### config.mk
export PLATFORM = sky130hd
export DESIGN_NAME = fpcmp_vec
export DESIGN_NICKNAME = d
export VERILOG_FILES = /design/src/rtl/fpcmp_pkg.sv /design/src/rtl/fpcmp_classify.sv /design/src/rtl/fpcmp_lane.sv /design/src/rtl/fpcmp_vec.sv
export SDC_FILE = /design/constraint.sdc
export NUM_CORES = 1
export LEC_CHECK = 0
export CAP_MARGIN = 20
export CORE_AREA = 2 2 157 159
export DETAILED_ROUTE_END_ITERATION = 12
export DIE_AREA = 0 0 159 161
export PLACE_DENSITY = 0.68
export SETUP_SLACK_MARGIN = 0.4
export SYNTH_ARGS = -nofsm -noshare
export SYNTH_HDL_FRONTEND = slang
export SYNTH_SLANG_ARGS = --single-unit
### constraint.sdc
create_clock -name clk -period 2.6 [get_ports clk]
set_clock_uncertainty 0.1 [all_clocks]
set_input_delay 0.39 -clock clk [delete_from_list [all_inputs] [get_ports clk]]
set_output_delay 0.39 -clock clk [all_outputs]
set_load 0.02 [all_outputs]
### src/rtl/fpcmp_pkg.sv
package fpcmp_pkg;
  localparam int FP_EXP_W  = 8;
  localparam int FP_FRAC_W = 23;
  localparam int FP_W      = 1 + FP_EXP_W + FP_FRAC_W;

  typedef enum logic [1:0] {
    REL_EQ   = 2'd0,
    REL_GT   = 2'd1,
    REL_GE   = 2'd2,
    REL_NONE = 2'd3
  } rel_e;

  localparam logic [1:0] CC_ALL  = 2'd0;
  localparam logic [1:0] CC_SOME = 2'd1;
  localparam logic [1:0] CC_NONE = 2'd3;

  typedef struct packed {
    logic hit;
    logic inv;
  } lane_res_t;
endpackage

### src/rtl/fpcmp_classify.sv
module fpcmp_classify #(
  parameter int EXP_W  = 8,
  parameter int FRAC_W = 23,
  localparam int W     = 1 + EXP_W + FRAC_W
) (
  input  logic [W-1:0] bits,
  output logic         is_nan,
  output logic         is_snan,
  output logic         is_zero,
  output logic         sign,
  output logic [W-2:0] mag
);
  logic exp_ones;
  logic frac_nz;

  always_comb begin
    exp_ones = &bits[W-2:FRAC_W];
    frac_nz  = |bits[FRAC_W-1:0];
    sign     = bits[W-1];
    mag      = bits[W-2:0];
    is_nan   = exp_ones && frac_nz;
    // quiet bit is the top fraction bit
    is_snan  = is_nan && !bits[FRAC_W-1];
    is_zero  = !(|bits[W-2:0]);
  end
endmodule

### src/rtl/fpcmp_lane.sv
module fpcmp_lane
  import fpcmp_pkg::*;
#(
  parameter int EXP_W  = 8,
  parameter int FRAC_W = 23,
  localparam int W     = 1 + EXP_W + FRAC_W
) (
  input  logic [W-1:0] op_a,
  input  logic [W-1:0] op_b,
  input  rel_e         rel,
  input  logic         signaling,
  output lane_res_t    res
);
  logic         a_nan, a_snan, a_zero, a_sign;
  logic         b_nan, b_snan, b_zero, b_sign;
  logic [W-2:0] a_mag, b_mag;

  fpcmp_classify #(.EXP_W(EXP_W), .FRAC_W(FRAC_W)) u_cls_a (
    .bits(op_a), .is_nan(a_nan), .is_snan(a_snan), .is_zero(a_zero),
    .sign(a_sign), .mag(a_mag)
  );
  fpcmp_classify #(.EXP_W(EXP_W), .FRAC_W(FRAC_W)) u_cls_b (
    .bits(op_b), .is_nan(b_nan), .is_snan(b_snan), .is_zero(b_zero),
    .sign(b_sign), .mag(b_mag)
  );

  logic unordered, both_zero, eq_ab, lt_ba, le_ba;

  always_comb begin
    unordered = a_nan || b_nan;
    both_zero = a_zero && b_zero;
    eq_ab     = !unordered && (both_zero || (op_a == op_b));
    // second operand below first, sign-magnitude order
    lt_ba     = !unordered && !both_zero &&
                ((b_sign && !a_sign) ||
                 (!b_sign && !a_sign && (b_mag < a_mag)) ||
                 (b_sign && a_sign && (b_mag > a_mag)));
    le_ba     = lt_ba || eq_ab;

    unique case (rel)
      REL_EQ:  res.hit = eq_ab;
      REL_GT:  res.hit = lt_ba;
      REL_GE:  res.hit = le_ba;
      default: res.hit = 1'b0;
    endcase
    res.inv = signaling ? unordered : (a_snan || b_snan);
  end
endmodule

### src/rtl/fpcmp_vec.sv
module fpcmp_vec
  import fpcmp_pkg::*;
#(
  parameter int LANES  = 4,
  parameter int EXP_W  = 8,
  parameter int FRAC_W = 23,
  localparam int W     = 1 + EXP_W + FRAC_W,
  localparam int VW    = LANES * W
) (
  input  logic             clk,
  input  logic             rst,
  input  logic             in_valid,
  input  logic             in_single,
  input  logic             in_signaling,
  input  logic             in_stop_on_inv,
  input  logic [1:0]       in_rel,
  input  logic [VW-1:0]    in_a,
  input  logic [VW-1:0]    in_b,
  output logic             out_valid,
  output logic [VW-1:0]    out_mask,
  output logic [1:0]       out_cc,
  output logic [LANES-1:0] out_inv
);
  lane_res_t        lane_res [LANES];
  logic [LANES:0]   alive;
  logic [LANES-1:0] hit_act, inv_act;
  logic [VW-1:0]    mask_d;
  logic [1:0]       cc_d;
  logic             all_hit;

  for (genvar g = 0; g < LANES; g++) begin : g_lane
    fpcmp_lane #(.EXP_W(EXP_W), .FRAC_W(FRAC_W)) u_lane (
      .op_a     (in_a[g*W +: W]),
      .op_b     (in_b[g*W +: W]),
      .rel      (rel_e'(in_rel)),
      .signaling(in_signaling),
      .res      (lane_res[g])
    );

    // a lane is evaluated only while every lower lane let it through
    if (g == 0) begin : g_first
      assign alive[1] = !in_single &&
                        !(in_stop_on_inv && lane_res[0].inv);
    end else begin : g_rest
      assign alive[g+1] = alive[g] &&
                          !(in_stop_on_inv && lane_res[g].inv);
    end

    assign hit_act[g]       = alive[g] && lane_res[g].hit;
    assign inv_act[g]       = alive[g] && lane_res[g].inv;
    assign mask_d[g*W +: W] = {W{hit_act[g]}};
  end
  assign alive[0] = 1'b1;

  always_comb begin
    all_hit = in_single ? hit_act[0] : (&hit_act);
    if (all_hit)           cc_d = CC_ALL;
    else if (|hit_act)     cc_d = CC_SOME;
    else                   cc_d = CC_NONE;
  end

  always_ff @(posedge clk) begin
    if (rst) begin
      out_valid <= 1'b0;
      out_mask  <= '0;
      out_cc    <= CC_ALL;
      out_inv   <= '0;
    end else begin
      out_valid <= in_valid;
      if (in_valid) begin
        out_mask <= mask_d;
        out_cc   <= cc_d;
        out_inv  <= inv_act;
      end
    end
  end
endmodule

==> run metrics <==
status complete, no violations; fin util 0.5252; syn_area_per_cell slightly above 7 sq um; Area contributors post-synth ha_1 29%, buf_4 16%, inv_1 9.2%, nor4_1 6.7%, nand4_1 5.2%; Die Area approximately 0.026 sq mm; Slew @ Worst Pin between 0.4 and 0.5 ns; Cell variety after synth 64; fin crit period ~2.6 ns; Hold Crit Endpoint out_mask[95]$_SDFFE_PP0P_; Vias/cell ~4.7; RSZ-0062 raised after global routing yes; CP startpoint kind input pin; CTS tree yes; final worst slack 0.002361 ns; grt ovf 0; first-pass GRT wire length approximately 42000 um; clock slew at reported path FFs 0.04 ns; final instance area roughly 0.013 sq mm; placed standard-cell area approximately 0.011 sq mm; Routed wire per std cell around 17 um; final total power between 2 and 2.5 mW; Req. time, crit path 2.61 ns; setup slack at placement -0.7059 ns; die extent in x between 150 and 200 um; Clock Sink Count 11; wirelength, routed 27260 um; maximum operating frequency about 0.38 GHz; overall die height around 160 um; Post-Syn Nets about 1200; Seq/Total Area, Yosys 0.03718; WP data arrival roughly 2.6 ns; EDFF count, synth 0; WHS Path Cells 2; CTS Buffer Depth 2; Worst IR Drop VDD 0.0001658 V; buffers added on ports about 400; Final Max Slew Viols 0; hold_sp out_mask[95]$_SDFFE_PP0P_; vias 7751; Hold Slack 0.3671 ns; I/O pins 399; P per Cell Area ~180 mW/mm^2; Setup CP Type in -> reg; gr usage total 0.1980; Leakage 5.357 nW; fin crit share 0.9991; pin count of the biggest net entering global routing 34; drt drc 0; area delta synth->final 112.5%; Pre-antenna DRT Iters 4; final setup vio count 0; most common cell in the netlist inv_1; share of cells above drive strength 1 0.5647; largest fanout on the critical path 3; cts hold-fix bufs 0; Final HPWL DP 21910 um; Post-Syn Instances between 800 and 900; Detail Route Antenna Nets 0; Hold Vio Cnt, Final 0; Slew headroom 0.7221; setup slack, reg-to-reg roughly 1.4 ns; post-synth top area share 0.2873; fin nets 1708; asr flop ratio synth 0; H-tree depth 1; Root Buffer clkbuf_16; initial core utilization 0.2472; area of the mapped netlist about 0.006 sq mm; vias in the first global route between 8000 and 9000; routability cong. 0.9488; maxcap violations 0; worst r2r dst out_mask[96]$_SDFFE_PP0P_; R2R depth 4; Post-synth top flop dfxtp_1; floorplan row count 57; Hold WC Path Type reg -> reg; DRT iter0 DRCs approximately 280; initial antenna violation count 1; cell taking the most area after synthesis ha_1; Skew-Pair Late Insertion Delay ~0.24 ns; #FFs+latches synth 11; Post-synth top cells 145 x inv_1, 136 x ha_1, 124 x buf_4; Ys Warns 0; Core Box Area 0.02396 sq mm; TritonCTS Buffers 3; CP Capture Type register; reg-to-reg startpoint out_mask[96]$_SDFFE_PP0P_
[metrics by stage]
step | std cells | TNS [ns]
floorplan | 819 | 0
global placement | 1592 | -4.068
detailed placement | 1592 | -4.415
CTS | 1622 | 0
global route | 1632 | -0.3621
finish | 1633 | 0
[state kept, by name (all words and copies together), names as in the netlist]
signal	flops
out_inv	4
out_valid	1
out_cc	2
out_mask	4
[where the power goes]
group	total (mW)	switching [mW]	internal, mW
sequential	0.178	0.00238	0.175
clock	0.284	0.0776	0.206
combinational	1.79	0.836	0.953
total	2.25	0.916	1.33
[cell type report]
cell class,count,area [sq um]
well taps,324,405.4
inverters,145,576.8
flip-flops and latches,11,220.2
fillers,2227,11380
diodes,2,5.005
clock buffers,4,78.83
repair buffers,611,5062
multi-input cells,536,6236
[placed cells by master, fill, tap and decap left out, types with 4 or more instances in the layout]
cell	synthesis	layout
nand3_1	17	12
inv_1	145	53
nor3_1	15	10
ha_1	136	34
a211oi_1	7	4
clkdlybuf4s15_1	0	26
nand2_1	38	34
dlygate4sd2_1	0	14
a21oi_1	56	45
nand4_4	1	4
o211ai_1	6	6
dfxtp_1	11	11
nor2_2	1	5
o21ai_2	0	6
ha_4	0	101
o21ai_1	8	5
clkbuf_2	0	27
clkdlybuf4s50_1	0	150
nor4_4	1	15
nand2b_1	8	8
nor4_2	1	20
inv_4	0	5
nor2_1	29	25
inv_2	0	84
nand2_2	1	5
nand3_2	0	4
clkdlybuf4s15_2	0	31
a221oi_2	0	4
a21oi_2	0	11
buf_8	0	6
o21a_1	8	8
nand4_1	49	49
nor4_1	63	30
o21ai_0	11	7
a21o_1	14	14
buf_6	0	45
buf_2	1	98
nand3b_1	4	4
buf_4	124	214
[routing by layer]
layer  track usage  part of all wire  vias to the layer above
met4       0.04752             0.019                        0
met5             0                 0                        -
met2        0.3798              0.52                      274
met3       0.03416             0.053                       30
met1        0.2271              0.41                     3614
li1              -                 -                     3833
[what timing repair did]
item,4_1_cts,5_1_grt
buffers inserted,26,9
setup endpoints to repair,9,9
resized for setup,1070,139
pin swaps,210,62
[worst max-delay path by stage]
| stage | from | end | slack (ns) | cells past startpoint |
|---|---|---|---|---|
| detailed placement | in_a[125] | out_cc[1]$_SDFFE_PP0P_ | -0.71 | 11 |
| finish | in_a[51] | out_cc[0]$_SDFFE_PP0P_ | 0.002 | 11 |
| floorplan | in_a[125] | out_cc[1]$_SDFFE_PP0P_ | 0.08 | 10 |
| global route | in_a[90] | out_cc[1]$_SDFFE_PP0P_ | -0.12 | 12 |
| CTS | in_b[126] | out_cc[1]$_SDFFE_PP0P_ | 0.01 | 10 |
| global placement | in_a[125] | out_cc[1]$_SDFFE_PP0P_ | -0.66 | 11 |
[kinds of logic (layout without fill, tap and decap cells)]
logic type,count (synthesis),in the layout,share of synthesized area
buffers and inverters,272,760,0.2545
AND/OR/NAND/NOR,244,244,0.2372
AO/OA/AOI/OAI,151,151,0.1749
adder cells (fa/ha/maj),136,136,0.2873
flip-flops,11,11,0.03718
multiplexers,5,5,0.008872
other,0,2,0
[worst max-delay path, cell delays in order]
cell and delay [ns]:
clkdlybuf4s15_2 0.21, inv_1 0.05, ha_1 0.27, nand4_1 0.12, nor3_2 0.06, a221o_1 0.34
or4b_4 0.51, mux2i_4 0.17, o211ai_2 0.13, o31ai_2 0.25, a311oi_1 0.10
Power figures use the tool's default switching activity.
